--- config.mk ---
export PLATFORM = sky130hd
export DESIGN_NAME = slot_alloc
export DESIGN_NICKNAME = d
export VERILOG_FILES = /design/src/rtl/slot_alloc_pkg.sv /design/src/rtl/lowest_free_finder.sv /design/src/rtl/slot_pool.sv /design/src/rtl/slot_alloc.sv
export SDC_FILE = /design/constraint.sdc
export NUM_CORES = 1
export LEC_CHECK = 0
export BUFFER_PORTS_ARGS = -buffer_cell sky130_fd_sc_hd__buf_2
export CAP_MARGIN = 5
export CELL_PAD_IN_SITES_DETAIL_PLACEMENT = 0
export CELL_PAD_IN_SITES_GLOBAL_PLACEMENT = 2
export CORE_ASPECT_RATIO = 1.5
export CORE_MARGIN = 2
export CORE_UTILIZATION = 30
export DETAILED_ROUTE_END_ITERATION = 10
export GPL_ROUTABILITY_DRIVEN = 0
export PLACE_DENSITY = 0.74
export SLEW_MARGIN = 0
export SYNTH_ARGS = -nofsm -noshare
export SYNTH_HDL_FRONTEND = slang
export SYNTH_HIERARCHICAL = 1
export SYNTH_SLANG_ARGS = --single-unit
--- constraint.sdc ---
create_clock -name clk -period 3.8 [get_ports clk]
set_input_delay 0.57 -clock clk [delete_from_list [all_inputs] [get_ports clk]]
set_output_delay 0.57 -clock clk [all_outputs]
set_load 0.005 [all_outputs]
--- src/rtl/slot_alloc_pkg.sv ---
package slot_alloc_pkg;

   // Transmit group code (bit 0 = low window, bit 1 = high window)
   typedef enum logic [1:0] {
      GRP_ANY  = 2'b00,
      GRP_LOW  = 2'b01,
      GRP_HIGH = 2'b10,
      GRP_BOTH = 2'b11
   } grp_sel_e;

endpackage

--- src/rtl/lowest_free_finder.sv ---
module lowest_free_finder #(
   parameter int N  = 64,
   parameter int IW = $clog2(N)
) (
   input  logic [N-1:0]  vec,
   output logic          found,
   output logic [IW-1:0] idx
);

   if (N < 2) begin : g_bad_n
      $error("lowest_free_finder: N must be at least 2");
   end

   always_comb begin
      found = |vec;
      idx   = '0;
      for (int i = N - 1; i >= 0; i--) begin
         if (vec[i]) idx = IW'(i);
      end
   end

endmodule

--- src/rtl/slot_pool.sv ---
module slot_pool
   import slot_alloc_pkg::*;
#(
   parameter int N        = 64,
   parameter int SPLIT    = 10,
   parameter bit WINDOWED = 1'b1,
   parameter int IW       = $clog2(N)
) (
   input  logic          clk,
   input  logic          rst_n,
   input  logic          req,
   input  logic [1:0]    grp,
   input  logic          rel_vld,
   input  logic [IW-1:0] rel_idx,
   output logic          gnt_vld,
   output logic [IW-1:0] gnt_idx,
   output logic          nospace,
   output logic          rel_err
);

   localparam logic [N-1:0] ONE      = {{(N-1){1'b0}}, 1'b1};
   localparam logic [N-1:0] LOW_MASK = (ONE << SPLIT) - ONE;
   localparam logic [N-1:0] HIGH_MASK = ~LOW_MASK;

   if (SPLIT < 1 || SPLIT >= N) begin : g_bad_split
      $error("slot_pool: SPLIT must lie inside 1..N-1");
   end

   logic [N-1:0]  free_q, free_eff, free_d, win_mask, rel_oh;
   logic          hit;
   logic [IW-1:0] hit_idx;

   if (WINDOWED) begin : g_win
      always_comb begin
         unique case (grp_sel_e'(grp))
            GRP_LOW:  win_mask = LOW_MASK;
            GRP_HIGH: win_mask = HIGH_MASK;
            default:  win_mask = '1;
         endcase
      end
   end else begin : g_full
      logic grp_unused;
      assign grp_unused = ^grp;
      assign win_mask   = '1;
   end

   // Release is merged before the search so a coincident request sees it
   assign rel_oh   = rel_vld ? (ONE << rel_idx) : '0;
   assign free_eff = free_q | rel_oh;

   lowest_free_finder #(.N(N), .IW(IW)) u_find (
      .vec   (free_eff & win_mask),
      .found (hit),
      .idx   (hit_idx)
   );

   assign free_d = (req && hit) ? (free_eff & ~(ONE << hit_idx)) : free_eff;

   always_ff @(posedge clk) begin
      if (!rst_n) begin
         free_q  <= '1;
         gnt_vld <= 1'b0;
         gnt_idx <= '0;
         nospace <= 1'b0;
         rel_err <= 1'b0;
      end else begin
         free_q  <= free_d;
         gnt_vld <= req && hit;
         nospace <= req && !hit;
         rel_err <= rel_vld && free_q[rel_idx];
         if (req && hit) gnt_idx <= hit_idx;
      end
   end

   AST_GNT_TAKEN: assert property (@(posedge clk) disable iff (!rst_n)
      gnt_vld |-> !free_q[gnt_idx]);
   AST_GNT_OR_FULL: assert property (@(posedge clk) disable iff (!rst_n)
      !(gnt_vld && nospace));
   AST_FULL_NO_CHANGE: assert property (@(posedge clk) disable iff (!rst_n)
      (nospace && !$past(rel_vld)) |-> (free_q == $past(free_q)));
   AST_REL_ERR_CAUSE: assert property (@(posedge clk) disable iff (!rst_n)
      rel_err |-> $past(rel_vld));

endmodule

--- src/rtl/slot_alloc.sv ---
module slot_alloc
   import slot_alloc_pkg::*;
#(
   parameter int SLOTS     = 64,
   parameter int LOW_SPLIT = 10,
   localparam int IW       = $clog2(SLOTS)
) (
   input  logic          clk,
   input  logic          rst_n,
   input  logic          tx_req,
   input  logic [1:0]    tx_grp,
   input  logic          rx_req,
   input  logic          rel_vld,
   input  logic          rel_is_tx,
   input  logic [IW-1:0] rel_idx,
   output logic          tx_gnt_vld,
   output logic [IW-1:0] tx_gnt_idx,
   output logic          tx_nospace,
   output logic          rx_gnt_vld,
   output logic [IW-1:0] rx_gnt_idx,
   output logic          rx_nospace,
   output logic          rel_err
);

   logic tx_rel_err, rx_rel_err;

   slot_pool #(.N(SLOTS), .SPLIT(LOW_SPLIT), .WINDOWED(1'b1), .IW(IW)) u_tx (
      .clk     (clk),
      .rst_n   (rst_n),
      .req     (tx_req),
      .grp     (tx_grp),
      .rel_vld (rel_vld && rel_is_tx),
      .rel_idx (rel_idx),
      .gnt_vld (tx_gnt_vld),
      .gnt_idx (tx_gnt_idx),
      .nospace (tx_nospace),
      .rel_err (tx_rel_err)
   );

   slot_pool #(.N(SLOTS), .SPLIT(LOW_SPLIT), .WINDOWED(1'b0), .IW(IW)) u_rx (
      .clk     (clk),
      .rst_n   (rst_n),
      .req     (rx_req),
      .grp     (GRP_ANY),
      .rel_vld (rel_vld && !rel_is_tx),
      .rel_idx (rel_idx),
      .gnt_vld (rx_gnt_vld),
      .gnt_idx (rx_gnt_idx),
      .nospace (rx_nospace),
      .rel_err (rx_rel_err)
   );

   assign rel_err = tx_rel_err | rx_rel_err;

   AST_LOW_WINDOW: assert property (@(posedge clk) disable iff (!rst_n)
      (tx_gnt_vld && $past(tx_grp) == GRP_LOW) |-> (int'(tx_gnt_idx) < LOW_SPLIT));
   AST_HIGH_WINDOW: assert property (@(posedge clk) disable iff (!rst_n)
      (tx_gnt_vld && $past(tx_grp) == GRP_HIGH) |-> (int'(tx_gnt_idx) >= LOW_SPLIT));
   AST_TX_RESULT_ONE_CYCLE: assert property (@(posedge clk) disable iff (!rst_n)
      (tx_gnt_vld || tx_nospace) |-> $past(tx_req));
   AST_RX_RESULT_ONE_CYCLE: assert property (@(posedge clk) disable iff (!rst_n)
      (rx_gnt_vld || rx_nospace) |-> $past(rx_req));

endmodule

==> flow_metrics.tcl, run 1 <==
set metrics [dict create \
    outcome "finished, final reports clean" \
    drc 0 \
    period_needed_ps 3640 \
    postRouteAntennaNets 0 \
    rsz0062_at_grt "yes" \
    tightest_slew_ps 1040 \
    io_buffer_count 30 \
    dp_slack_ps -536 \
    endpoint_kind "flop" \
    syn_avg_cell_area_um2 7.66 \
    worstHoldPathType "input pin to flop" \
    start_util_pct 30.2 \
    io_pins 31 \
    netlist_area_um2 9090 \
    cts_tree "built" \
    hpwlAfterDp_mm 33.2 \
    grt_overflow 0 \
    fin_skew_ps 11.1 \
    drtIter0Drc 671 \
    grt_pass1_vias 10900 \
    crit_path_max_incr_delay_ps 460 \
    gr-usage-all-layers_pct 26.1 \
    cts_buffer_depth 2 \
    path_max_fanout 16 \
    crit_required_ps 4060 \
    grt_max_degree 105 \
    clock-sinks 146 \
    timing.final.crit_share_pct 95.7 \
    p_per_area_nw_per_um2 293 \
    cts-hold-fix-buffers 0 \
    reg2reg_slack_ps 770 \
    numCtsBuffers 17 \
    hold_violations 0 \
    die_y_um 217 \
    clk_latency_ps 440 \
    fin_ws_ps 162 \
    path_cells "buf_2 > buf_4 > and2_1 > and2_1 > a21oi_1 > nor2_1 > buf_4 > or4_4 > nor2b_2 > nand3_1 > nor4_2 > nand3_1 > or2_2 > nor2_1 > o21ai_0" \
    dieWidth_um 146 \
    antennaDiodeCount 0 \
    setup_violations 0 \
    htreeDepth 4 \
    vdd_drop_max_mv 0.286 \
    nets 1526 \
    start_kind "input pin" \
    cts_root_buffer "clkbuf_16" \
    synth_fp_nets 1200 \
    nFillCells 3183 \
    maxCapViolCount 0 \
    vias 10500 \
    report.final.slew_viol_count 0 \
    post_drt_wl_per_cell_um 21.5 \
    antenna_found_initial 0 \
    critPathArrivalTime_ps 3890 \
    rows 78 \
    clk_pin_slew_ps 60 \
    leakagePower_uw 0.00505 \
    core_um2 30100 \
    max_freq_ghz 0.275 \
    fp.dieArea_um2 31700 \
    max-slew-margin-rel_pct 30.4 \
    whs_ps 433 \
    critPathSlowestCell "or4_4" \
    drive_gt1_share_pct 31.5 \
    worst-setup-path-type "input pin to flop" \
    wirelength_mm 41.4 \
    grt_pass1_wl_mm 62.2 \
    yosysWarnings 6 \
    area_growth_pct 42.2 \
    dr.pass1.iters 5 \
    routed_via_density 5.46 \
    power_uw 3790 \
    syn_inst 1186 \
]
[per-stage QoR]
stage | setup TNS (ps) | std cells | utilization, % | cell area (um^2)
after floorplan | 0 | 1186 | - | 9090
after global placement | -36900 | 1892 | 40.4 | 12100
after detailed placement | -37100 | 1892 | 40.4 | 12100
after CTS | 0 | 1924 | 42.4 | 12700
after global routing | -30.9 | 1925 | 43.0 | 12900
final | 0 | 1925 | 43.0 | 12900
[final cells by class]
type                       count  area (um^2)  share of cell area [%]
timing repair buffer         371         2860                    22.2
inverter                      21         78.8                   0.610
sequential                   146         2920                    22.6
clock buffer                  24          492                    3.81
clock inverter                 8          101                   0.784
multi-input combinational    955         5960                    46.2
tap                          400          500                    3.87
[state kept, by name, summed over array words and instances, names as in the netlist]
register and cells:
u_rx/free_q 64, u_rx/rel_err 1, u_tx/gnt_vld 1, u_rx/gnt_vld 1, u_tx/rel_err 1, u_tx/gnt_idx 6, u_rx/gnt_idx 6, u_rx/nospace 1
u_tx/free_q 64, u_tx/nospace 1
[timing repair]
| item | 4_1_cts | 5_1_grt |
|---|---|---|
| endpoints found under the setup margin | 17 | 86 |
| gates resized for setup | 2 | 42 |
| setup buffers | 0 | 1 |
| pin swaps | 0 | 2 |
[path summary, 6_finish.rpt]
| check | from | depth (start not counted) | to |
|---|---|---|---|
| setup / recovery | rel_idx[2] | 15 | u_tx/free_q[39] |
| hold / removal | rx_req | 3 | u_rx/nospace |
| setup reg to reg | u_tx/free_q[23] | 13 | u_tx/free_q[24] |
| hold reg to reg | u_rx/gnt_idx[2] | 2 | u_rx/gnt_idx[2] |
[critical path, delay by kind of cell]
family	cells	cell delay (ps)
AOI/OAI and AO/OA	2	360
and+or+nand+nor	10	2470
buffers and inverters	3	470
[report_power, final]
| group | internal, uW | switching (uW) |
|---|---|---|
| Sequential | 1540 | 5.41 |
| Clock | 1030 | 681 |
| Combinational | 225 | 303 |
[per-layer routing]
metal / part of all wire, % / global-route usage [%] / vias to the layer above / routed length (um)
met3: 3.2 / 3.54 / 145 / 1340
met4: 9.4 / 21.1 / 0 / 3880
li1: - / - / 4964 / -
met5: 0 / 0 / - / 0
met2: 54 / 50.3 / 329 / 22300
met1: 34 / 24.3 / 5079 / 13900
[cell usage in the layout (no fill, tap or decap), drive strengths merged, types with 5 or more instances in the layout]
master and n:
inv 20, mux4 33, nor2 205, a21oi 85, and3 6, a21boi 18, or2 6, o21a 6
o21bai 6, nand2 124, or4 10, nand4 6, a31oi 8, o211ai 8, and2 5, o21ai 142
nor3 41, nand3 41, nand2b 17, dfxtp 146, clkbuf 24, nor4 37, buf 371, o311ai 6
or3 8, o31ai 6, mux2i 9, nor2b 24, a21o 64
(Power assumes the default switching activity.)
==> run 2, diff against run 1 <==
ABC_AREA = 1   (was unset)
PLACE_DENSITY = 0.81   (was 0.74)
==> flow_metrics.tcl, run 2 <==
set metrics [dict create \
    outcome "complete, but fails checks" \
    violations "setup timing" \
    htreeDepth 4 \
    grt_pass1_vias 13500 \
    r2r.worst_path.cells 73 \
    path_max_fanout 5 \
    clk_latency_ps 470 \
    postRouteAntennaNets 0 \
    setup_violations 132 \
    io_buffer_count 30 \
    dieWidth_um 155 \
    fin_skew_ps 15.3 \
    max_freq_ghz 0.181 \
    crit_buf_inv 6 \
    drtIter0Drc 777 \
    clk_pin_slew_ps 70 \
    whs_path_depth 3 \
    drc 0 \
    yosysWarnings 6 \
    whs_ps 326 \
    r2r-start "u_rx/free_q[62]" \
    endpoint_kind "flop" \
    core_um2 33500 \
    timing.final.crit_share_pct 146 \
    period_needed_ps 5530 \
    post_drt_wl_per_cell_um 18.6 \
    cts_tree "built" \
    rows 82 \
    grt_max_degree 78 \
    vdd_drop_max_mv 0.234 \
    reg2reg_slack_ps -1340 \
    grt_overflow 0 \
    cts_root_buffer "clkbuf_16" \
    max-slew-margin-rel_pct 42.9 \
    finish.instance_area_um2 16500 \
    start_kind "input pin" \
    start_util_pct 30.6 \
    min-delay-start "rx_req" \
    drive_gt1_share_pct 35.7 \
    die_y_um 230 \
    rsz0062_at_grt "yes" \
    placed_area_um2 14000 \
    maxCapViolCount 0 \
    layout_common_cells "nand2_1, buf_4, inv_1" \
    top_regs "u_rx/free_q x64, u_tx/free_q x64" \
    nets 2265 \
    p_per_area_nw_per_um2 243 \
    worst-setup-path-type "input pin to flop" \
    report.final.slew_viol_count 0 \
    grt_pass1_wl_mm 74.9 \
    syn_avg_cell_area_um2 5.73 \
    crit_top_cell "nand2_1" \
    rr_endpoint "u_rx/free_q[25]" \
    hold_violations 0 \
    layout_commonest_cell "nand2_1" \
    hold_end "u_rx/nospace" \
    io_pins 31 \
    critPathArrivalTime_ps 5850 \
    routed_via_density 4.96 \
    wirelength_mm 50.0 \
    critPathSlowestCell "nor3_4" \
    synth_fp_nets 1804 \
    fp.dieArea_um2 35700 \
    netlist_area_um2 10300 \
    area_growth_pct 60.8 \
    dr.pass1.iters 5 \
    gr-usage-all-layers_pct 27.8 \
    crit_path_max_incr_delay_ps 270 \
    worstHoldPathType "input pin to flop" \
    numCtsBuffers 17 \
    clock-sinks 146 \
    hpwlAfterDp_mm 38.3 \
    tightest_slew_ps 857 \
    critPathTopFamily "simple AND/OR/NAND/NOR gates" \
    vias 13300 \
    crit_required_ps 4120 \
    cts_buffer_depth 2 \
    syn_inst 1790 \
    antennaDiodeCount 0 \
    antenna_found_initial 0 \
    leakagePower_uw 0.00837 \
    fin_ws_ps -1730 \
    dp_slack_ps -2890 \
]
[run 2: power by group]
group	internal, uW	total [uW]	switching [uW]
Combinational	354	808	454
Clock	852	1650	802
Sequential	1540	1550	5.58
Total	2750	4010	1260
[run 2: cell type report]
type	instances	area [um^2]
multi-input combinational	1287	6870
clock buffer	18	429
clock inverter	14	119
fill	3456	17100
sequential	146	2920
tap	420	526
inverter	270	1260
timing repair buffer	529	4360
[run 2: worst min-delay path: stages]
cell     delay [ps]
buf_2           100
nand2_1          50
nor2_1           30
[run 2: worst max-delay path by stage]
stage,from,to,slack [ps],cells after the start
finish,rel_idx[0],u_rx/free_q[12],-1730,76
floorplan,rel_idx[0],u_tx/free_q[57],-1090,77
global route,rel_idx[1],u_tx/free_q[57],-2270,78
detailed placement,rel_idx[2],u_tx/free_q[6],-2890,74
global placement,rel_idx[2],u_tx/free_q[6],-2890,74
CTS,rel_idx[2],u_tx/free_q[25],-1670,78
[run 2: timing repair]
item | in CTS | in global routing
pin swaps | 80 | 39
cloned | 2 | 0
hold buffers | 0 | 0
endpoints found under the setup margin | 133 | 134
gates resized for setup | 249 | 90
buffers inserted | 53 | 18
[run 2: per-stage QoR]
stage / setup TNS, ps / instances / total power (uW) / utilization (%)
2_1_floorplan: -121340 / 1790 / 1940 / -
3_3_place_gp: -316650 / 2580 / 2220 / 41.8
3_5_place_dp: -315290 / 2580 / 2220 / 41.8
4_1_cts: -196160 / 2667 / 3990 / 47.7
5_1_grt: -282300 / 2684 / 4160 / 49.1
6_report: -209930 / 2684 / 4010 / 49.1
[run 2: routing by layer]
metal / part of all wire, % / global-route usage, % / vias up / wire, um
met5: 0 / 0 / - / 0
met4: 9.7 / 23.8 / 0 / 4850
met3: 3.5 / 3.08 / 182 / 1740
met2: 53 / 52.3 / 399 / 26300
met1: 34 / 26.6 / 6186 / 17100
li1: - / - / 6547 / -
==> run 3, diff against run 2 <==
CORE_MARGIN = unset   (was 2)
==> flow_metrics.tcl, run 3 (synthesized netlist as in run 2, its figures left out) <==
set metrics [dict create \
    routed_via_density 4.94 \
    violations "setup timing" \
    clkPwrFrac_pct 42.9 \
    die_y_um 228 \
    whs_path_depth 3 \
    dieWidth_um 153 \
    finish.instance_area_um2 16800 \
    crit_top_cell "nand2_1" \
    worst-setup-path-type "input pin to flop" \
    drc 0 \
    vdd_drop_max_mv 0.239 \
    max-slew-margin-rel_pct 53.6 \
    path_max_fanout 8 \
    power.switching_uw 1240 \
    drtIter0Drc 1043 \
    postLayoutCoreUtil_pct 50.1 \
    fin_tns_setup_ps -219520 \
    leakagePower_uw 0.00864 \
    fp.dieArea_um2 34900 \
    wirelength_mm 50.0 \
    top_regs "u_rx/free_q x64, u_tx/free_q x64" \
    min-delay-start "tx_req" \
    endpoint_kind "flop" \
    grt_pass1_vias 13700 \
    htreeDepth 4 \
    start_kind "input pin" \
    grt_overflow 0 \
    dp.cells 2597 \
    report.final.slew_viol_count 0 \
    clock-sinks 146 \
    grt_pass1_wl_mm 76.1 \
    crit_path_max_incr_delay_ps 360 \
    critPathSlowestCell "nand4_1" \
    outcome "complete, but fails checks" \
    cts_buffer_depth 2 \
    critPathArrivalTime_ps 5980 \
    cts-hold-fix-buffers 0 \
    area_growth_pct 64.0 \
    maxCapViolCount 0 \
    io_buffer_count 30 \
    grt_max_degree 59 \
    clk_pin_slew_ps 70 \
    dr.pass1.iters 5 \
    post_drt_wl_per_cell_um 18.4 \
    numCtsBuffers 17 \
    clk_latency_ps 460 \
    p_per_area_nw_per_um2 245 \
    comb_power_share_pct 19.5 \
    antenna_found_initial 0 \
    worstHoldPathType "input pin to flop" \
    setup_violations 132 \
    timing.final.crit_share_pct 149 \
    fin_skew_ps 12.5 \
    start_util_pct 30.6 \
    hpwlAfterDp_mm 38.4 \
    swShare_pct 30.1 \
    crit_required_ps 4140 \
    antennaDiodeCount 0 \
    cts_root_buffer "clkbuf_16" \
    dp_slack_ps -2830 \
    crit_path_start "rel_idx[3]" \
    cts_tree "built" \
    layout_commonest_cell "buf_4" \
    r2r.worst_path.cells 73 \
    io_pins 31 \
    placed_area_um2 14100 \
    core_um2 33500 \
    r2r-start "u_tx/free_q[63]" \
    postRouteAntennaNets 0 \
    power_frac_seq_pct 37.6 \
    vias 13400 \
    nFillCells 3427 \
    fin_ws_ps -1840 \
    rsz0062_at_grt "yes" \
    period_needed_ps 5640 \
    max_freq_ghz 0.177 \
    layout_common_cells "buf_4, nand2_1, nor2_1" \
    nets 2293 \
    rows 82 \
    gr-usage-all-layers_pct 28.9 \
    drive_gt1_share_pct 38.0 \
    finalNonFillerCells 2712 \
    tightest_slew_ps 695 \
    p_int_uw 2870 \
    hold_violations 0 \
]
-- run 3: cell types whose count changed in the layout (fill, tap and decap cells not counted), moves of 3 or more --
| cell | previous run | this run |
|---|---|---|
| buf_4 | 445 | 479 |
| nand2_1 | 467 | 450 |
| nand2_2 | 24 | 40 |
| inv_1 | 227 | 221 |
| o21ai_1 | 91 | 97 |
| o21ai_0 | 68 | 63 |
| nand3_1 | 102 | 98 |
| nand3_4 | 17 | 21 |
| nor2_2 | 21 | 17 |
| nor2_4 | 28 | 32 |
| clkinv_2 | 1 | 4 |
| inv_2 | 15 | 18 |
| inv_4 | 4 | 7 |
-- run 3: routing by layer --
layer	vias to the layer above	wire (um)	track usage, %	part of all wire [%]
met5	-	0	0	0
met4	0	5110	26.2	10
met3	201	1600	4.70	3.2
met2	368	25700	53.5	51
met1	6223	17700	27.2	35
li1	6616	-	-	-
-- run 3: stage by stage --
step / power, uW / hold slack, ps
2_1_floorplan: 1940 / 461
3_3_place_gp: 2220 / 448
3_5_place_dp: 2230 / 452
4_1_cts: 4100 / 310
5_1_grt: 4260 / 337
6_report: 4110 / 332
-- run 3: timing repair --
item,in CTS,in global routing
pin swaps,70,90
setup endpoints to repair,134,136
resized for setup,253,130
endpoints found under the hold margin,0,0
buffers inserted,69,23
-- run 3: final cells by class --
class / instances / area [um^2] / area share, %
Timing Repair Buffer: 557 / 4470 / 26.6
Inverter: 270 / 1270 / 7.53
Sequential cell: 146 / 2920 / 17.4
Multi-Input combinational cell: 1287 / 7040 / 41.8
Clock buffer: 18 / 439 / 2.61
Clock inverter: 14 / 151 / 0.900
Tap cell: 420 / 526 / 3.13
-- run 3: path summary, 6_finish.rpt --
kind                      to  slack (ps)
max          u_rx/free_q[28]       -1840
min             u_tx/nospace         330
max reg2reg  u_tx/free_q[25]       -1210
min reg2reg  u_rx/gnt_idx[4]         470
-- run 3: critical path: cells and delay by family --
| family | cells | cell delay, ps |
|---|---|---|
| AND/OR/NAND/NOR | 63 | 4180 |
| buffers and inverters | 5 | 620 |
| AO/OA/AOI/OAI | 3 | 600 |
-- run 3: power groups by stage --
stage	Clock [uW]	Combinational (uW)	Sequential, uW
detailed placement	0	645	1580
floorplan	0	356	1580
global route	1850	859	1550
finish	1760	801	1550
global placement	0	643	1580
CTS	1790	762	1550
